File: config.mk
export PLATFORM = sky130hd
export DESIGN_NAME = lcd_timing_gen
export DESIGN_NICKNAME = d
export VERILOG_FILES = /design/src/rtl/lcd_tg_pkg.sv /design/src/rtl/lcd_tg_regs.sv /design/src/rtl/lcd_tg_clkdiv.sv /design/src/rtl/lcd_tg_axis.sv /design/src/rtl/lcd_timing_gen.sv
export SDC_FILE = /design/constraint.sdc
export NUM_CORES = 1
export LEC_CHECK = 0
export BUFFER_PORTS_ARGS = -buffer_cell sky130_fd_sc_hd__buf_2
export CAP_MARGIN = 20
export CORE_ASPECT_RATIO = 0.8
export CORE_UTILIZATION = 49
export DETAILED_ROUTE_END_ITERATION = 10
export PLACE_DENSITY = 0.76
export SETUP_SLACK_MARGIN = 0.5
export SYNTH_ARGS = -nofsm -noshare
export SYNTH_HDL_FRONTEND = slang
export SYNTH_HIERARCHICAL = 1
export SYNTH_SLANG_ARGS = --single-unit
File: constraint.sdc
create_clock -name clk -period 10.3 [get_ports clk]
set_input_delay 1.03 -clock clk [delete_from_list [all_inputs] [get_ports clk]]
set_output_delay 1.03 -clock clk [all_outputs]
set_load 0.02 [all_outputs]
File: src/rtl/lcd_tg_pkg.sv
package lcd_tg_pkg;
  localparam int REG_W  = 32;
  localparam int ADDR_W = 3;
  localparam int CNT_W  = 11;
  localparam int DIV_W  = 6;

  typedef enum logic [ADDR_W-1:0] {
    RA_SIZE   = 3'd0,
    RA_HCFG   = 3'd1,
    RA_VCFG   = 3'd2,
    RA_PIXCTL = 3'd3,
    RA_STATUS = 3'd4
  } reg_addr_e;

  localparam int BIT_EN     = 31;
  localparam int BIT_PIXPOL = 24;
  localparam int BIT_VPOL   = 23;
  localparam int BIT_HPOL   = 22;
  localparam int BIT_CPOL   = 21;

  typedef struct packed {
    logic [CNT_W-1:0] sync_len;
    logic [CNT_W-1:0] lead_len;
    logic [CNT_W-1:0] act_len;
    logic [CNT_W-1:0] trail_len;
  } axis_cfg_t;
endpackage

File: src/rtl/lcd_tg_regs.sv
module lcd_tg_regs
  import lcd_tg_pkg::*;
#(
  parameter int RW = REG_W,
  parameter int AW = ADDR_W
) (
  input  logic          clk,
  input  logic          rst,
  input  logic          wr_en,
  input  logic          rd_en,
  input  logic [AW-1:0] addr,
  input  logic [RW-1:0] wdata,
  input  logic          set_bof,
  input  logic          set_eof,
  output logic [RW-1:0] rdata,
  output logic [RW-1:0] size_q,
  output logic [RW-1:0] hcfg_q,
  output logic [RW-1:0] vcfg_q,
  output logic [RW-1:0] pix_q,
  output logic [1:0]    stat_q
);
  logic wr_stat;
  assign wr_stat = wr_en && (addr == RA_STATUS);

  always_ff @(posedge clk) begin
    if (rst) begin
      size_q <= '0;
      hcfg_q <= '0;
      vcfg_q <= '0;
      pix_q  <= '0;
    end else if (wr_en) begin
      case (addr)
        RA_SIZE:   size_q <= wdata;
        RA_HCFG:   hcfg_q <= wdata;
        RA_VCFG:   vcfg_q <= wdata;
        RA_PIXCTL: pix_q  <= wdata;
        default: ;
      endcase
    end
  end

  // sticky flags: a new event in the same cycle as a clear keeps the flag set
  always_ff @(posedge clk) begin
    if (rst) begin
      stat_q <= '0;
    end else begin
      if (set_bof)                 stat_q[0] <= 1'b1;
      else if (wr_stat && wdata[0]) stat_q[0] <= 1'b0;
      if (set_eof)                 stat_q[1] <= 1'b1;
      else if (wr_stat && wdata[1]) stat_q[1] <= 1'b0;
    end
  end

  always_ff @(posedge clk) begin
    if (rst) begin
      rdata <= '0;
    end else if (rd_en) begin
      case (addr)
        RA_SIZE:   rdata <= size_q;
        RA_HCFG:   rdata <= hcfg_q;
        RA_VCFG:   rdata <= vcfg_q;
        RA_PIXCTL: rdata <= pix_q;
        RA_STATUS: rdata <= {{(RW-2){1'b0}}, stat_q};
        default:   rdata <= '0;
      endcase
    end
  end
endmodule

File: src/rtl/lcd_tg_clkdiv.sv
module lcd_tg_clkdiv #(
  parameter int DW = 6
) (
  input  logic          clk,
  input  logic          rst,
  input  logic          en,
  input  logic [DW-1:0] div_n,
  output logic          tick,
  output logic          phase0
);
  logic [DW-1:0] cnt;
  logic [DW-1:0] n_eff;

  // a divider of zero would exceed half the input rate; clamp it to one
  assign n_eff  = (div_n == '0) ? DW'(1) : div_n;
  assign tick   = en && (cnt >= n_eff);
  assign phase0 = en && (cnt == '0);

  always_ff @(posedge clk) begin
    if (rst || !en)  cnt <= '0;
    else if (tick)   cnt <= '0;
    else             cnt <= cnt + DW'(1);
  end
endmodule

File: src/rtl/lcd_tg_axis.sv
module lcd_tg_axis
  import lcd_tg_pkg::*;
#(
  parameter int CW = CNT_W
) (
  input  logic          clk,
  input  logic          rst,
  input  logic          en,
  input  logic          step,
  input  logic [CW-1:0] sync_len,
  input  logic [CW-1:0] lead_len,
  input  logic [CW-1:0] act_len,
  input  logic [CW-1:0] trail_len,
  output logic [CW-1:0] pos,
  output logic          wrap,
  output logic          in_sync,
  output logic          in_act,
  output logic [CW-1:0] coord
);
  logic [CW:0] total;
  logic [CW:0] act_start;
  logic [CW:0] act_end;
  logic [CW:0] pos_x;

  assign pos_x     = {1'b0, pos};
  assign act_start = {1'b0, sync_len} + {1'b0, lead_len};
  assign act_end   = act_start + {1'b0, act_len};
  assign total     = act_end + {1'b0, trail_len};

  assign wrap    = (pos_x + (CW+1)'(1)) >= total;
  assign in_sync = pos_x < {1'b0, sync_len};
  assign in_act  = (pos_x >= act_start) && (pos_x < act_end);
  assign coord   = CW'(pos_x - act_start);

  always_ff @(posedge clk) begin
    if (rst || !en)  pos <= '0;
    else if (step)   pos <= wrap ? '0 : pos + CW'(1);
  end
endmodule

File: src/rtl/lcd_timing_gen.sv
module lcd_timing_gen
  import lcd_tg_pkg::*;
#(
  parameter int DATA_W = 18,
  parameter int CW     = CNT_W,
  parameter int RW     = REG_W,
  parameter int AW     = ADDR_W,
  parameter int DW     = DIV_W
) (
  input  logic              clk,
  input  logic              rst,
  input  logic              wr_en,
  input  logic              rd_en,
  input  logic [AW-1:0]     addr,
  input  logic [RW-1:0]     wdata,
  output logic [RW-1:0]     rdata,
  input  logic [DATA_W-1:0] pix_data_i,
  output logic [DATA_W-1:0] pix_data_o,
  output logic              pclk_en_o,
  output logic              pclk_o,
  output logic              hsync_o,
  output logic              vsync_o,
  output logic              de_o,
  output logic [CW-1:0]     pix_x_o,
  output logic [CW-1:0]     pix_y_o
);
  logic [RW-1:0] size_q, hcfg_q, vcfg_q, pix_q;
  logic [1:0]    stat_bits;
  logic          cfg_en, pol_h, pol_v, pol_c, pol_d;
  logic          tick, phase0;
  logic          set_bof, set_eof;
  axis_cfg_t     hcfg, vcfg;
  logic [CW-1:0] h_pos, v_pos, h_coord, v_coord;
  logic          h_wrap, v_wrap, h_sync, v_sync, h_act, v_act;
  logic          de_n;
  logic          unused_cfg_bits;

  lcd_tg_regs #(.RW(RW), .AW(AW)) u_regs (
    .clk(clk), .rst(rst), .wr_en(wr_en), .rd_en(rd_en), .addr(addr),
    .wdata(wdata), .set_bof(set_bof), .set_eof(set_eof), .rdata(rdata),
    .size_q(size_q), .hcfg_q(hcfg_q), .vcfg_q(vcfg_q), .pix_q(pix_q),
    .stat_q(stat_bits)
  );

  assign cfg_en = pix_q[BIT_EN];
  assign pol_h  = pix_q[BIT_HPOL];
  assign pol_v  = pix_q[BIT_VPOL];
  assign pol_c  = pix_q[BIT_CPOL];
  assign pol_d  = pix_q[BIT_PIXPOL];

  // horizontal fields are stored with offsets; add them back here
  assign hcfg.sync_len  = CW'(hcfg_q[31:26]) + CW'(1);
  assign hcfg.lead_len  = CW'(hcfg_q[7:0])   + CW'(3);
  assign hcfg.act_len   = CW'({size_q[25:20], 4'b0000});
  assign hcfg.trail_len = CW'(hcfg_q[15:8])  + CW'(1);

  assign vcfg.sync_len  = CW'(vcfg_q[31:26]);
  assign vcfg.lead_len  = CW'(vcfg_q[7:0]);
  assign vcfg.act_len   = CW'(size_q[9:0]);
  assign vcfg.trail_len = CW'(vcfg_q[15:8]);

  assign unused_cfg_bits = ^{hcfg_q[25:16], vcfg_q[25:16], size_q[31:26],
                             size_q[19:10], pix_q[30:25], pix_q[20:6]};

  lcd_tg_clkdiv #(.DW(DW)) u_div (
    .clk(clk), .rst(rst), .en(cfg_en), .div_n(pix_q[DW-1:0]),
    .tick(tick), .phase0(phase0)
  );

  lcd_tg_axis #(.CW(CW)) u_hax (
    .clk(clk), .rst(rst), .en(cfg_en), .step(tick),
    .sync_len(hcfg.sync_len), .lead_len(hcfg.lead_len),
    .act_len(hcfg.act_len), .trail_len(hcfg.trail_len),
    .pos(h_pos), .wrap(h_wrap), .in_sync(h_sync), .in_act(h_act),
    .coord(h_coord)
  );

  lcd_tg_axis #(.CW(CW)) u_vax (
    .clk(clk), .rst(rst), .en(cfg_en), .step(tick && h_wrap),
    .sync_len(vcfg.sync_len), .lead_len(vcfg.lead_len),
    .act_len(vcfg.act_len), .trail_len(vcfg.trail_len),
    .pos(v_pos), .wrap(v_wrap), .in_sync(v_sync), .in_act(v_act),
    .coord(v_coord)
  );

  assign set_bof = tick && (h_pos == '0) && (v_pos == '0);
  assign set_eof = tick && h_wrap && v_wrap;
  assign de_n    = cfg_en && h_act && v_act;

  always_ff @(posedge clk) begin
    if (rst) begin
      pclk_en_o  <= 1'b0;
      pclk_o     <= 1'b0;
      hsync_o    <= 1'b0;
      vsync_o    <= 1'b0;
      de_o       <= 1'b0;
      pix_x_o    <= '0;
      pix_y_o    <= '0;
      pix_data_o <= '0;
    end else begin
      pclk_en_o  <= tick;
      pclk_o     <= phase0 ^ pol_c;
      hsync_o    <= (cfg_en && h_sync) ^ pol_h;
      vsync_o    <= (cfg_en && v_sync) ^ pol_v;
      de_o       <= de_n;
      pix_x_o    <= de_n ? h_coord : '0;
      pix_y_o    <= de_n ? v_coord : '0;
      pix_data_o <= (de_n ? pix_data_i : '0) ^ {DATA_W{pol_d}};
    end
  end
endmodule

==> results.sh <==
export IMPL_worstPathMaxFanout=6
export IMPL_power_density_nw_per_um2=130
export IMPL_critPathLaunchType="flip-flop"
export IMPL_avgViaCountPerCell=5.71
export IMPL_cts_tree="built"
export IMPL_die_h_um=160
export IMPL_post_route_util=0.563
export IMPL_grt_usage=0.270
export IMPL_ys_seq_area_frac=0.306
export IMPL_drtPass1Iterations=8
export IMPL_fp_dieW_um=200
export IMPL_antenna_left=0
export IMPL_fp_row_count=57
export IMPL_synth_area_leader_cell="dfxtp_1"
export IMPL_coreArea_um2=30600
export IMPL_p_clk_frac=0.419
export IMPL_intPower_mw=1.61
export IMPL_rsz0062_at_grt="false"
export IMPL_totalWireLength_um=43500
export IMPL_worst_pin_slew_ns=1.10
export IMPL_regArea_um2=4700
export IMPL_postCtsSetupBuffers=0
export IMPL_die_area_um2=32000
export IMPL_timing_hold_ws_ns=0.454
export IMPL_place_hpwl_um=32500
export IMPL_finalSetupTns_ns=0
export IMPL_multiInputGateArea_um2=9910
export IMPL_crit_type="reg -> reg"
export IMPL_ys_flop_type="dfxtp_1"
export IMPL_antenna_found_initial=0
export IMPL_cts_buffers=26
export IMPL_synth_edff_count=0
export IMPL_post_route_period_util=0.643
export IMPL_combPwrFrac=0.165
export IMPL_portBuffers=133
export IMPL_netlist_instances=1850
export IMPL_p_seq_frac=0.416
export IMPL_synthArstFlopShare=0
export IMPL_grt_pass1_vias=12900
export IMPL_hold_buffers=0
export IMPL_cap_violations=0
export IMPL_gp_congestion=0.977
export IMPL_final_common_cell="nand2_1"
export IMPL_critPathCaptureType="flip-flop"
export IMPL_htree_levels=1
export IMPL_fmax_ghz=0.151
export IMPL_worst_hold_path_type="reg -> reg"
export IMPL_maxSlewHeadroom=0.269
export IMPL_synth_seq_cells=235
export IMPL_dp_cells=2362
export IMPL_finalHoldViolations=0
export IMPL_synth_top_cell_area_share=0.306
export IMPL_peakVddDrop_mv=0.111
export IMPL_drc_errors=0
export IMPL_synth_area_um2=15400
export IMPL_clk_pin_slew_worst_paths_ns=0.06
export IMPL_required_ns=10.76
export IMPL_mostFrequentLayoutCells="nand2_1, dfxtp_1, a21oi_1"
export IMPL_swShare=0.284
export IMPL_wl_per_cell_um=18.1
export IMPL_overflow=0
export IMPL_syn_area_per_cell_um2=8.30
export IMPL_outcome="finished, final reports clean"
export IMPL_yosys_warnings=6
export IMPL_start_util=0.502
export IMPL_grt_first_pass_wirelength_um=68600
export IMPL_clock_latency_ns=0.57
export IMPL_clock_root_buffer="clkbuf_16"
export IMPL_setup_violations=0
export IMPL_cts_sinks=235
export IMPL_drive_gt1_frac=0.113
export IMPL_post_cts_resized=0
export IMPL_cp_slowest_cell="nor3_1"
export IMPL_fin_cells=2410
export IMPL_slowest_delay_ns=0.50
export IMPL_drv_slew=0
export IMPL_total_power_mw=2.25
export IMPL_grt_max_degree=77
export IMPL_synthTopCellsByArea="dfxtp_1, ha_1, nand2_1"
export IMPL_vias=13800
export IMPL_p_sw_mw=0.638
export IMPL_diodes=0
export IMPL_period_needed_ns=6.63
export IMPL_nFillCells=2771
export IMPL_cellLeakagePower_nw=7.78
export IMPL_first_iter_violations=1198
export IMPL_finClkSkew_ns=0.0142
export IMPL_pin_count=134
export IMPL_synth_cell_types=85
export IMPL_fin_nets=2213
export IMPL_cts_buffer_depth=3
export IMPL_arrival_ns=7.09
export IMPL_syn_to_final_growth_pct=12.2
synth_stat cells (all sizes together) (3+ instances only):
| cell type | number |
|---|---|
| a211oi | 8 |
| a21boi | 10 |
| a21o | 38 |
| a21oi | 196 |
| a22o | 35 |
| a311oi | 5 |
| a31o | 7 |
| a31oi | 3 |
| a32o | 6 |
| and2 | 27 |
| and3 | 16 |
| buf | 46 |
| clkbuf | 35 |
| dfxtp | 235 |
| fa | 8 |
| ha | 169 |
| inv | 114 |
| mux2i | 84 |
| nand2 | 324 |
| nand2b | 28 |
| nand3 | 38 |
| nand4 | 11 |
| nand4bb | 3 |
| nor2 | 62 |
| nor2b | 23 |
| nor3 | 25 |
| nor4 | 10 |
| nor4b | 3 |
| o2111ai | 4 |
| o211ai | 9 |
| o21a | 11 |
| o21ai | 61 |
| o21bai | 3 |
| o22ai | 30 |
| o311ai | 3 |
| o31ai | 4 |
| or2 | 11 |
| or3 | 8 |
| or4b | 4 |
| xnor2 | 60 |
| xor2 | 41 |
final cells by class:
class / count / area share
clock inverter: 13 / 0.0100
inverter: 114 / 0.0248
sequential: 235 / 0.273
timing repair buffer: 147 / 0.0461
clock buffer: 33 / 0.0405
tap: 413 / 0.0300
multi-input combinational: 1455 / 0.576
registers in the layout (all words and copies together), names as in the netlist, 2 cells and up:
| signal | flops |
|---|---|
| u_regs/vcfg_q | 32 |
| u_regs/pix_q | 32 |
| u_vax/pos | 11 |
| u_hax/pos | 11 |
| u_div/cnt | 6 |
| u_regs/rdata | 32 |
| pix_y_o | 11 |
| u_regs/size_q | 32 |
| u_regs/hcfg_q | 32 |
| u_regs/stat_q | 2 |
| pix_x_o | 11 |
| pix_data_o | 18 |
through the flow:
step,cell area [um2],worst slack (ns)
CTS,17200,3.32
finish,17200,3.67
global route,17200,3.07
floorplan,15500,4.46
global placement,16300,3.52
detailed placement,16300,3.31
routing by layer:
layer | vias to the layer above | track usage | wire length (um)
li1 | 6683 | - | -
met1 | 6481 | 0.405 | 20600
met2 | 542 | 0.401 | 18600
met3 | 57 | 0.0414 | 3510
met4 | 0 | 0.0618 | 824
met5 | - | 0 | 0
kinds of logic after synthesis:
group | Yosys count | synth area share
AOI/OAI and AO/OA | 449 | 0.185
DFF | 235 | 0.306
other | 1 | 0.000244
buffers and inverters | 195 | 0.0575
and+or+nand+nor | 605 | 0.187
xor gates and xnor gates | 101 | 0.0576
muxes | 87 | 0.0584
adders and majority gates | 177 | 0.148
worst paths after layout:
check                                                   start                            end  slack [ns]  cells past startpoint
worst min-delay path            u_regs/pix_q[26]$_SDFFE_PP0P_  u_regs/pix_q[26]$_SDFFE_PP0P_        0.45                      2
worst max-delay path            u_regs/hcfg_q[0]$_SDFFE_PP0P_      u_vax/pos[5]$_SDFFE_PP0P_        3.67                     34
worst max register to register  u_regs/hcfg_q[0]$_SDFFE_PP0P_      u_vax/pos[5]$_SDFFE_PP0P_        3.67                     34
worst min register to register  u_regs/pix_q[26]$_SDFFE_PP0P_  u_regs/pix_q[26]$_SDFFE_PP0P_        0.45                      2
power by group through the flow:
stage               clock (mW)  combinational, mW  sequential (mW)
detailed placement           0              0.354            0.954
global placement             0              0.344            0.954
finish                   0.941              0.370            0.935
floorplan                    0              0.271            0.951
CTS                      0.955              0.356            0.934
global route             0.998              0.411            0.935
worst max-delay path, delay by kind of cell (launching register included):
family | cells | cell delay, ns
compound gates | 11 | 1.78
xor+xnor | 1 | 0.19
mux | 1 | 0.16
buf+inv | 4 | 0.37
flops | 1 | 0.40
fa+ha+maj | 5 | 1.65
simple gates | 12 | 1.97
No activity file was read; power rests on OpenSTA's default activity.
